File: config.mk
export PLATFORM = sky130hd
export DESIGN_NAME = sptx_top
export DESIGN_NICKNAME = d
export VERILOG_FILES = /design/src/rtl/sptx_pkg.sv /design/src/rtl/sptx_rst_sync.sv /design/src/rtl/sptx_guard.sv /design/src/rtl/sptx_ptr.sv /design/src/rtl/sptx_store.sv /design/src/rtl/sptx_top.sv
export SDC_FILE = /design/constraint.sdc
export NUM_CORES = 1
export LEC_CHECK = 0
export BUFFER_PORTS_ARGS = -buffer_cell sky130_fd_sc_hd__buf_2
export CORE_MARGIN = 4
export CORE_UTILIZATION = 45
export CTS_BUF_LIST = sky130_fd_sc_hd__clkbuf_4 sky130_fd_sc_hd__clkbuf_8 sky130_fd_sc_hd__clkbuf_16
export CTS_CLUSTER_DIAMETER = 120
export DETAILED_ROUTE_END_ITERATION = 6
export GPL_ROUTABILITY_DRIVEN = 0
export PLACE_DENSITY = 0.7
export REMOVE_ABC_BUFFERS = 1
export SYNTH_ARGS = -nofsm -noshare
export SYNTH_HDL_FRONTEND = slang
export SYNTH_SLANG_ARGS = --single-unit
File: constraint.sdc
create_clock -name clk -period 3 [get_ports clk]
set_input_delay 0 -clock clk [delete_from_list [all_inputs] [get_ports clk]]
set_output_delay 0 -clock clk [all_outputs]
set_load 0.01 [all_outputs]
File: src/rtl/sptx_pkg.sv
package sptx_pkg;

  function automatic int ptr_width(input int len);
    return (len <= 2) ? 1 : $clog2(len);
  endfunction

  typedef struct packed {
    logic accept;
    logic is_new;
    logic collide;
  } start_dec_t;

endpackage

File: src/rtl/sptx_rst_sync.sv
module sptx_rst_sync #(
  parameter int STAGES = 2
) (
  input  logic clk,
  input  logic rst_n,
  output logic rst_n_s
);
  logic [STAGES-1:0] chain_q;
  logic [STAGES-1:0] chain_d;

  generate
    if (STAGES == 1) begin : g_one
      assign chain_d = 1'b1;
    end else begin : g_many
      assign chain_d = {chain_q[STAGES-2:0], 1'b1};
    end
  endgenerate

  always_ff @(posedge clk or negedge rst_n) begin
    if (!rst_n) chain_q <= '0;
    else        chain_q <= chain_d;
  end

  assign rst_n_s = chain_q[STAGES-1];
endmodule

File: src/rtl/sptx_guard.sv
module sptx_guard
  import sptx_pkg::*;
#(
  parameter int TYPE_W = 2,
  parameter logic [(1<<TYPE_W)-1:0] LEGAL_MASK = '1
) (
  input  logic              clk,
  input  logic              rst_n_s,
  input  logic              start_i,
  input  logic              new_pkt_i,
  input  logic [TYPE_W-1:0] type_i,
  input  logic              busy_i,
  output start_dec_t        dec_o,
  output logic              type_illegal_o,
  output logic              proto_err_o
);
  logic err_q, err_d, err_en;
  logic type_ok;

  always_comb begin
    dec_o.accept  = rst_n_s & start_i & ~busy_i;
    dec_o.is_new  = new_pkt_i;
    dec_o.collide = rst_n_s & start_i & busy_i;
  end

  assign type_ok        = LEGAL_MASK[type_i];
  assign type_illegal_o = dec_o.accept & ~type_ok;

  assign err_en = dec_o.collide & ~err_q;
  assign err_d  = 1'b1;

  always_ff @(posedge clk or negedge rst_n_s) begin
    if (!rst_n_s)    err_q <= 1'b0;
    else if (err_en) err_q <= err_d;
  end

  assign proto_err_o = err_q;

  p_err_sticky_r10: assert property (@(posedge clk) disable iff (!rst_n_s)
    proto_err_o |=> proto_err_o);
  p_collide_flags_r10: assert property (@(posedge clk) disable iff (!rst_n_s)
    (start_i && busy_i) |=> proto_err_o);
endmodule

File: src/rtl/sptx_ptr.sv
module sptx_ptr
  import sptx_pkg::*;
#(
  parameter int PKT_LEN = 8,
  localparam int PTR_W = ptr_width(PKT_LEN)
) (
  input  logic             clk,
  input  logic             rst_n_s,
  input  logic             accept_i,
  output logic [PTR_W-1:0] ptr_o,
  output logic             busy_o
);
  localparam logic [PTR_W-1:0] LAST = PTR_W'(PKT_LEN-1);

  logic [PTR_W-1:0] ptr_q, ptr_d;
  logic             ptr_en;

  always_comb begin
    ptr_d  = ptr_q;
    ptr_en = 1'b0;
    if (accept_i) begin
      ptr_d  = PTR_W'(1);
      ptr_en = 1'b1;
    end else if (ptr_q == LAST) begin
      ptr_d  = '0;
      ptr_en = 1'b1;
    end else if (ptr_q != '0) begin
      ptr_d  = ptr_q + PTR_W'(1);
      ptr_en = 1'b1;
    end
  end

  always_ff @(posedge clk or negedge rst_n_s) begin
    if (!rst_n_s)    ptr_q <= '0;
    else if (ptr_en) ptr_q <= ptr_d;
  end

  assign ptr_o  = ptr_q;
  assign busy_o = (ptr_q != '0);

  p_ptr_start_r2: assert property (@(posedge clk) disable iff (!rst_n_s)
    accept_i |=> (ptr_o == PTR_W'(1)));
  p_ptr_step_r3: assert property (@(posedge clk) disable iff (!rst_n_s)
    (ptr_o != '0 && ptr_o != LAST) |=> (ptr_o == $past(ptr_o) + PTR_W'(1)));
  p_ptr_wrap_r4: assert property (@(posedge clk) disable iff (!rst_n_s)
    (ptr_o == LAST) |=> (ptr_o == '0));
  p_ptr_range_r3: assert property (@(posedge clk) disable iff (!rst_n_s)
    ptr_o <= LAST);
endmodule

File: src/rtl/sptx_store.sv
module sptx_store
  import sptx_pkg::*;
#(
  parameter int PKT_LEN = 8,
  localparam int PTR_W = ptr_width(PKT_LEN),
  localparam int PAD_LEN = 1 << PTR_W
) (
  input  logic               clk,
  input  logic               rst_n_s,
  input  logic               accept_i,
  input  logic               is_new_i,
  input  logic [PKT_LEN-1:0] pkt_i,
  input  logic [PTR_W-1:0]   ptr_i,
  output logic               tx_data_o
);
  logic [PKT_LEN-1:0] pkt_q;
  logic               load_en;
  logic [PAD_LEN-1:0] padded;
  logic               first_bit;
  logic               mid_bit;

  assign load_en = accept_i & is_new_i;

  always_ff @(posedge clk or negedge rst_n_s) begin
    if (!rst_n_s)     pkt_q <= '0;
    else if (load_en) pkt_q <= pkt_i;
  end

  generate
    if (PAD_LEN > PKT_LEN) begin : g_pad
      assign padded = {{(PAD_LEN-PKT_LEN){1'b0}}, pkt_q};
    end else begin : g_nopad
      assign padded = pkt_q;
    end
  endgenerate

  assign first_bit = is_new_i ? pkt_i[0] : pkt_q[0];
  assign mid_bit   = (ptr_i != '0) ? padded[ptr_i] : 1'b0;
  assign tx_data_o = accept_i ? first_bit : mid_bit;

  p_store_hold_r8: assert property (@(posedge clk) disable iff (!rst_n_s)
    !(accept_i && is_new_i) |=> $stable(pkt_q));
  p_store_load_r8: assert property (@(posedge clk) disable iff (!rst_n_s)
    (accept_i && is_new_i) |=> (pkt_q == $past(pkt_i)));
endmodule

File: src/rtl/sptx_top.sv
module sptx_top
  import sptx_pkg::*;
#(
  parameter int PKT_LEN = 8,
  parameter int TYPE_W = 2,
  parameter logic [(1<<TYPE_W)-1:0] LEGAL_MASK = 4'b0111,
  localparam int PTR_W = ptr_width(PKT_LEN)
) (
  input  logic               clk,
  input  logic               rst_n,
  input  logic               start_i,
  input  logic               new_pkt_i,
  input  logic [PKT_LEN-1:0] pkt_i,
  input  logic [TYPE_W-1:0]  type_i,
  output logic               tx_valid_o,
  output logic               tx_data_o,
  output logic               busy_o,
  output logic               type_illegal_o,
  output logic               proto_err_o
);
  logic             rst_n_s;
  start_dec_t       dec;
  logic [PTR_W-1:0] ptr;
  logic             busy;

  sptx_rst_sync #(.STAGES(2)) u_rst (
    .clk(clk), .rst_n(rst_n), .rst_n_s(rst_n_s)
  );

  sptx_guard #(.TYPE_W(TYPE_W), .LEGAL_MASK(LEGAL_MASK)) u_guard (
    .clk(clk), .rst_n_s(rst_n_s), .start_i(start_i), .new_pkt_i(new_pkt_i),
    .type_i(type_i), .busy_i(busy), .dec_o(dec),
    .type_illegal_o(type_illegal_o), .proto_err_o(proto_err_o)
  );

  sptx_ptr #(.PKT_LEN(PKT_LEN)) u_ptr (
    .clk(clk), .rst_n_s(rst_n_s), .accept_i(dec.accept),
    .ptr_o(ptr), .busy_o(busy)
  );

  sptx_store #(.PKT_LEN(PKT_LEN)) u_store (
    .clk(clk), .rst_n_s(rst_n_s), .accept_i(dec.accept), .is_new_i(dec.is_new),
    .pkt_i(pkt_i), .ptr_i(ptr), .tx_data_o(tx_data_o)
  );

  assign tx_valid_o = dec.accept | busy;
  assign busy_o     = busy;

  p_valid_reset_r5: assert property (@(posedge clk)
    !rst_n_s |-> !tx_valid_o);
  p_no_overlap_r6: assert property (@(posedge clk) disable iff (!rst_n_s)
    busy_o |-> !dec.accept);
  p_data_quiet_r3: assert property (@(posedge clk) disable iff (!rst_n_s)
    !tx_valid_o |-> !tx_data_o);
endmodule

## Word-level counts from Yosys, hierarchy flattened

Cells that the tools add are included.

| storage, ports and cells | value |
|---|---|
| flip-flop bits (word level) | 14 |
| input port bits | 14 |

| operators by class | value |
|---|---|
| add/sub/neg operators | 1 |
| $lt $le $gt $ge | 2 |
| bitwise operators | 10 |
| multiplexer cells | 13 |
| equal/unequal tests | 1 |
| reduce and logical (&&, ||, !) cells | 3 |

Operator list:

| cell | count |
|---|---|
| 3-bit two-way mux | 3 |
| 1-bit two-way mux | 8 |
| 1-bit bitwise AND | 6 |
| 3-bit nonzero test | 2 |
| 3-bit by 4-bit less-than comparator with 1-bit output (second input constant) | 1 |
| 3-bit by 1-bit adder with 3-bit output (second input constant) | 1 |
| 1-bit binary-select mux with 3-bit select | 1 |
| 3-bit equality test (second input constant) | 1 |
| 2-bit by 3-bit less-than comparator with 1-bit output (second input constant) | 1 |
| 1-bit inverter | 3 |
| 1-bit binary-select mux with 2-bit select | 1 |
| 2-bit AND reduction | 1 |
| 1-bit OR | 1 |

## Depth between registers and ports, before layout

Gate-level depths: netlist of the first run.

| depth | value |
|---|---|
| word-level depth | 5 |
| mapped depth | 6 |
| mapped depth without buffers | 6 |

## Modules after synthesis

From an unflattened synthesis of the first run, not the netlist that was laid out.

| unflattened totals | value |
|---|---|
| cells, all modules | 57 |
| area total of the unflattened synthesis | 710.7 µm² |

Modules (own cells, without submodules):

| module | cells each | area an instance (µm²) | times used | seq. area each (µm²) |
|---|---|---|---|---|
| sptx_store | 28 | 392.9 | 1 | 200.2 |
| sptx_ptr | 17 | 191.4 | 1 | 75.1 |
| sptx_guard | 8 | 66.3 | 1 | 25.0 |
| sptx_rst_sync | 3 | 53.8 | 1 | 50.0 |
| sptx_top | 1 | 6.3 | 1 | 0.0 |

## Worst setup path after synthesis of the first run

Ideal clock, no wire load.

| timing path | value |
|---|---|
| path kind | flip-flop to flip-flop |
| start | register u_ptr.ptr_q[0], in the netlist u_ptr.ptr_o[0] |
| end | register u_ptr.ptr_q[1], in the netlist u_ptr.ptr_o[1] |
| period minus slack after synthesis | 1.618 ns |
| data arrival time | 1.493 ns |
| required time | 2.875 ns |
| setup time | 0.125 ns |
| path slack | 1.382 ns |
| stages on the path, launching flop included | 7 |
| path through | dfrtp_1 inv_1 ha_1 nor2b_4 inv_1 nor3b_1 mux2_2 |

| on the way | value |
|---|---|
| longest elaborated chain between the ends | 5 |
| elaborated cells on any way between the ends | 13 |
| those cells by class | add/sub: 1; eq/ne: 1; mux: 6; bitwise: 2; reduce/logical: 3 |

RTL lines:

| what | RTL line | source |
|---|---|---|
| start, declared | sptx_ptr.sv:15 | `logic [PTR_W-1:0] ptr_q, ptr_d;` |
| start signal, assigned | sptx_ptr.sv:35 | `else if (ptr_en) ptr_q <= ptr_d;` |
| 3-bit nonzero test * | sptx_ptr.sv:39 | `assign busy_o = (ptr_q != '0);` |
| via busy_o | sptx_top.sv:17 | `output logic busy_o,` |
| 1-bit two-way mux / 1-bit inverter (equally long branches) | sptx_ptr.sv:27, sptx_guard.sv:21 |  |
| 1-bit two-way mux / 1-bit bitwise AND (equally long branches) | sptx_ptr.sv:24, sptx_guard.sv:21 |  |
| 1-bit two-way mux / 3-bit nonzero test (equally long branches) | n/a |  |
| 2-bit AND reduction (no line) | n/a |  |

The timed path passes the listed nets; every way through them passes the cells marked *. The select of a mux whose other input is x is not followed.
A chain may end at the register's enable or synchronous reset.

## Worst setup path after layout of the first run

| timing path | value |
|---|---|
| start | register u_ptr.ptr_q[0], in the netlist u_ptr.ptr_o[0] |
| end | output port tx_data_o |

| on the way | value |
|---|---|
| longest elaborated chain between the ends | 4 |
| elaborated cells on any way between the ends | 7 |
| those cells by class | mux: 4; bitwise: 2; reduce/logical: 1 |

RTL lines:

| what | RTL line | source |
|---|---|---|
| 1-bit binary-select mux with 3-bit select / 3-bit nonzero test (equally long branches) | sptx_store.sv:38, sptx_ptr.sv:39 |  |
| 1-bit two-way mux (implied by the code) / 1-bit inverter (equally long branches) | sptx_store.sv:38, sptx_guard.sv:21 |  |
| 1-bit two-way mux / 1-bit bitwise AND (equally long branches) | sptx_store.sv:38, sptx_guard.sv:21 |  |
| 1-bit two-way mux * | sptx_store.sv:39 | `assign tx_data_o = accept_i ? first_bit : mid_bit;` |
| end, declared | sptx_top.sv:16 | `output logic tx_data_o,` |

Every way passes the cells marked *; elsewhere a longest branch is shown, timed or not. The select of a mux whose other input is x is not followed.

==> results of run 1 <==
layout make-up:
cell class	instances	area, sq um
timing repair buffer	27	180
inverter	3	11.3
fill	126	558
sequential	14	350
tap	16	20.0
multi-input combinational	35	350
clock buffer	4	36.3
metal layers:
layer  wire (um)  up-vias  GRT usage, %
li1            -      245             -
met3         115        0          7.52
met2         519       21          20.6
met1         544      227          16.3
met4           0        0          4.30
met5           0        -             0
flip-flops by register name, summed over array words and instances, names as in the netlist:
| name | count |
|---|---|
| u_guard.proto_err_o | 1 |
| u_ptr.ptr_o | 3 |
| u_rst.chain_q | 2 |
| u_store.padded | 8 |
worst register-to-register path, stage by stage (launching register included):
cell,delay (ps)
dfrtp_1,430
inv_1,120
ha_1,190
nor2b_4,200
inv_1,80
nor3b_1,190
mux2_2,350
report_power, final:
group / switching [mW] / internal (mW) / leakage [nW] / total (mW)
logic: 0.122 / 0.212 / 0.298 / 0.333
clock network: 0.0636 / 0.0738 / 0.0210 / 0.137
registers: 0.0650 / 0.262 / 0.168 / 0.327
total: 0.250 / 0.548 / 0.487 / 0.798
kinds of logic after synthesis:
group / after synthesis / synth area share [%]
simple gates: 13 / 12.3
flops: 14 / 49.2
xor+xnor: 1 / 1.23
mux: 13 / 26.2
buf+inv: 3 / 1.58
compound gates: 4 / 3.69
fa+ha+maj: 3 / 5.27
other cells: 1 / 0.527
worst paths after layout:
| kind | to | slack, ps | cells past startpoint |
|---|---|---|---|
| max | tx_data_o | 1250 | 6 |
| min | u_rst.chain_q[0]$_DFF_PN0_ | 20 | 2 |
| max reg2reg | u_ptr.ptr_o[1]$_DFFE_PN0P_ | 1330 | 6 |
| min reg2reg | u_ptr.ptr_o[1]$_DFFE_PN0P_ | 210 | 0 |
| max in group asynchronous | u_store.padded[6]$_DFFE_PN0P_ | 2420 | 0 |
| min in group clk | u_guard.proto_err_o$_DFFE_PN0P_ | 30 | 3 |
timing repair:
action / CTS / global route
endpoints found under the hold margin: 10 / 0
gates resized for setup: 0 / 0
setup endpoints to repair: 0 / 0
hold buffers: 9 / 0
metrics by stage:
step,utilization (%),instance area [sq um]
finish,63.0,948
global route,63.0,948
detailed placement,54.6,822
floorplan,-,712
global placement,54.6,822
CTS,63.0,948
synth_stat cells (3+ instances only):
cell type	n	area, sq um
nand2_1	3	11.3
inv_1	3	11.3
mux2_4	8	120
nand3_1	3	15.0
ha_1	3	37.5
dfrtp_1	14	350
mux2_2	3	33.8
==> reports/metrics.cfg, run 1 <==
[timing]
maxSlewHeadroom_pct=63.7
fmax_mhz=572
maxSlewViolCount=0
min_period_over_period_pct=58.3
fin_tns_setup_ps=0
setup_viol=0
period_minus_slack_ps=1750
hold_violations=0
skew_ps=8.61
hold_ws_ps=24.9
rsz0062_at_grt=false
fin_ws_ps=1250
worstMarginPinSlew_ps=545

[setup_path]
crit_type=reg2out
critPathMaxStageDelay_ps=430
startpoint_type=flip-flop
critPathSlowestCell=dfrtp_1
critical_path_required_ps=3000
regToRegStartpoint=u_ptr.ptr_o[0]$_DFFE_PN0P_
worst-path-buf-inv=2
crit_path_end_kind=output pin
cp.arrival_ps=1750
startpoint=u_ptr.ptr_o[0]$_DFFE_PN0P_
crit_path_max_fanout=5
critPathTopFamily=flip-flops
crit_chain=inv_1, ha_1, nor2b_4, nand3_1, o2111ai_1, buf_2

[detailed_routing]
vias_per_cell=4.98
drt-initial-drc-count=0
avgRoutedWirePerCell_um=11.9
routed-via-count=493
firstDrtPassIters=1
wl_um=1180
ant_nets=0
post-route-drc-count=0

[clock_tree]
cts_setup_buffers=0
numCtsBuffers=3
cts.sinks=14
cts.clk_slew.worst_paths_ps=90
clockBufferDepth=2
cts_tree=done
insertion_delay_ps=280
h-tree-depth=1
root_buffer=clkbuf_4

[die]
die_h_um=47.8
initial_utilization_pct=47.3
rows=14
core_area_sq_um=1510
die_area_sq_um=2280
die_w_um=47.8
ios=19

[layout]
layout-drive-gt1-share_pct=45.8
antenna_cells=0
fin_nets=101
area_delta_synth_final_pct=33.2
layout_commonest_cell=buf_2
finalNonFillerCells=99
layout_common_cells=18 x buf_2, 14 x dfrtp_1, 9 x dlygate4sd3_1

[synthesis]
syn_area_sq_um=712
synth-edff-count=0
yosysWarnings=0
synth_seq_cells=14
avgSynthCellArea_sq_um=13.7
ys_async_sr_fraction_pct=100
ys_seq_area_share_pct=49.2
netlist_instances=52
synthFlopType=dfrtp_1
synth_cell_types=22

[global_routing]
antenna_found_initial=0
grtUsageTotal_pct=13.5
grt_pass1_vias=504
grt.overflow.total=0
grt_max_degree=16
grt_pass1_wl_um=2060

[pwr]
finalPower_mw=0.798
p_leak_nw=0.487
ir_drop_mv=0.413
p_per_area_nw_per_um2=841

[status]
status=finished, final reports clean

[placed_design]
place_ws_ps=1340
dp_hpwl_um=859
port_buffers=18
place_inst=86

[run]
cap_violations=0

[worst_hold_path]
hp-class=in2async

(Power assumes the default switching activity.)
==> run 2: changes to the inputs <==
- clock period: 3 -> 1.75 ns (I/O delays scaled with it)
==> reports/metrics.cfg, run 2 (synthesized netlist as in run 1, its figures left out) <==
[timing]
setup_viol=0  ; unchanged
period_minus_slack_ps=1640
hold_violations=0  ; unchanged
hold_ws_ps=20.9  ; -3.96 ps
maxSlewViolCount=0  ; unchanged
fin_ws_ps=108  ; -1140 ps
fin_tns_setup_ps=0  ; unchanged
fmax_mhz=609
min_period_over_period_pct=93.8
skew_ps=2.29  ; -6.32 ps
rsz0062_at_grt=false

[layout]
finalNonFillerCells=103  ; +4.0%
final_cell_area_sq_um=982  ; +3.6%
layout-drive-gt1-share_pct=51.7  ; +5.9 points
area_delta_synth_final_pct=38.0
largest_reg_flops=8  ; unchanged
layout_commonest_cell=buf_2
layout_common_cells=18 x buf_2, 13 x dfrtp_1, 9 x dlygate4sd3_1
fin_nets=105  ; +4.0%
utilization_pct=65.2  ; +2.2 points
antenna_cells=0  ; unchanged

[global_routing]
antenna_found_initial=0  ; unchanged
grtUsageTotal_pct=14.7  ; +1.2 points
grt_pass1_wl_um=2250  ; +9.0%
grt_pass1_vias=527  ; +4.6%
grt.overflow.total=0  ; unchanged
grt_max_degree=13  ; -3

[die]
die_w_um=47.8  ; unchanged
die_h_um=47.8  ; unchanged
initial_utilization_pct=47.3  ; unchanged
die_area_sq_um=2280  ; unchanged
rows=14  ; unchanged
ios=19  ; unchanged
core_area_sq_um=1510  ; unchanged

[pwr]
netSwitchingFraction_pct=31.1  ; -0.25 points
finalPower_mw=1.44  ; +80%
p_int_mw=0.989  ; +81%
seqPwrFrac_pct=37.7  ; -3.3 points
p_switching_mw=0.447  ; +79%
ir_drop_mv=0.701  ; +70%
p_leak_nw=0.502  ; +3.2%
power_frac_comb_pct=46.4  ; +4.6 points
clkPwrFrac_pct=15.8  ; -1.4 points
p_per_area_nw_per_um2=1460  ; +74%

[detailed_routing]
ant_nets=0  ; unchanged
post-route-drc-count=0  ; unchanged
avgRoutedWirePerCell_um=13.2  ; +11%
firstDrtPassIters=1  ; unchanged
wl_um=1360  ; +15%
drt-initial-drc-count=0  ; unchanged
vias_per_cell=5.02  ; +0.80%
routed-via-count=517  ; +4.9%

[placed_design]
placed_area_sq_um=837  ; +1.8%
port_buffers=18  ; unchanged
dp_hpwl_um=979  ; +14%
place_inst=88  ; +2.3%
place_ws_ps=146  ; -1190 ps

[clock_tree]
h-tree-depth=1  ; unchanged
cts.sinks=14  ; unchanged
cts.clk_slew.worst_paths_ps=80  ; about the same
clockBufferDepth=2  ; unchanged
cts_tree=done
insertion_delay_ps=270  ; about the same
numCtsBuffers=3  ; unchanged
root_buffer=clkbuf_4

[status]
status=finished, final reports clean

[setup_path]
startpoint_type=flip-flop
crit_path_end_kind=flip-flop
crit_type=reg2reg
critical_path_required_ps=1910  ; -1090 ps
cp.arrival_ps=1810  ; +60 ps
crit_path_max_fanout=4  ; -1

[run]
cap_violations=0  ; unchanged

[worst_hold_path]
hp-class=in2async

run 2: cell count changes in the layout (fill, tap and decap cells not counted), sizes merged:
cell  before  now
buf       18   22
run 2: path summary, 6_finish.rpt:
check                                            from                               to  slack, ps  depth (start not counted)
max reg2reg                u_ptr.ptr_o[1]$_DFFE_PN0P_       u_ptr.ptr_o[1]$_DFFE_PN0P_        110                          5
max in group asynchronous  u_rst.chain_q[1]$_DFF_PN0_       u_ptr.ptr_o[1]$_DFFE_PN0P_       1320                          1
max                        u_ptr.ptr_o[1]$_DFFE_PN0P_       u_ptr.ptr_o[1]$_DFFE_PN0P_        110                          5
min                                             rst_n       u_rst.chain_q[0]$_DFF_PN0_         20                          2
min reg2reg                u_rst.chain_q[1]$_DFF_PN0_       u_ptr.ptr_o[2]$_DFFE_PN0P_        270                          1
min in group clk                              start_i  u_guard.proto_err_o$_DFFE_PN0P_         50                          3
run 2: final cells by class:
cell class / count / area, sq um
timing repair buffer: 31 / 210
multi-input combinational: 35 / 353
tap: 16 / 20.0
clock buffer: 4 / 36.3
inverter: 3 / 11.3
sequential: 14 / 352
fill: 129 / 524
run 2: repair_timing:
action / 4_1_cts / 5_1_grt
buffers inserted: 1 / 2
gates cloned: 0 / 0
hold endpoints to repair: 10 / 0
setup endpoints to repair: 1 / 1
resized for setup: 1 / 2
pin swaps: 0 / 1
hold buffers: 9 / 0
run 2: metal layers:
layer  routed length [um]  part of all wire (%)  up-vias  global-route usage (%)
met5                    0                     0        -                       0
met4                    0                     0        0                    6.45
met3                   92                   6.8        0                    4.51
met2                  657                    48       15                    24.8
met1                  606                    45      246                    17.2
li1                     -                     -      256                       -
run 2: power by group through the flow:
stage	sequential (mW)	clock [mW]	combinational (mW)
floorplan	0.538	0	0.447
global placement	0.561	0	0.569
detailed placement	0.567	0	0.590
CTS	0.554	0.240	0.634
global route	0.558	0.263	0.732
finish	0.542	0.227	0.667
run 2: worst max-delay path, cell delays in order, from the launching register on:
cell     delay, ps
dfrtp_2        420
buf_4          160
ha_1           190
ha_1           200
nor3b_1        220
mux2_2         350
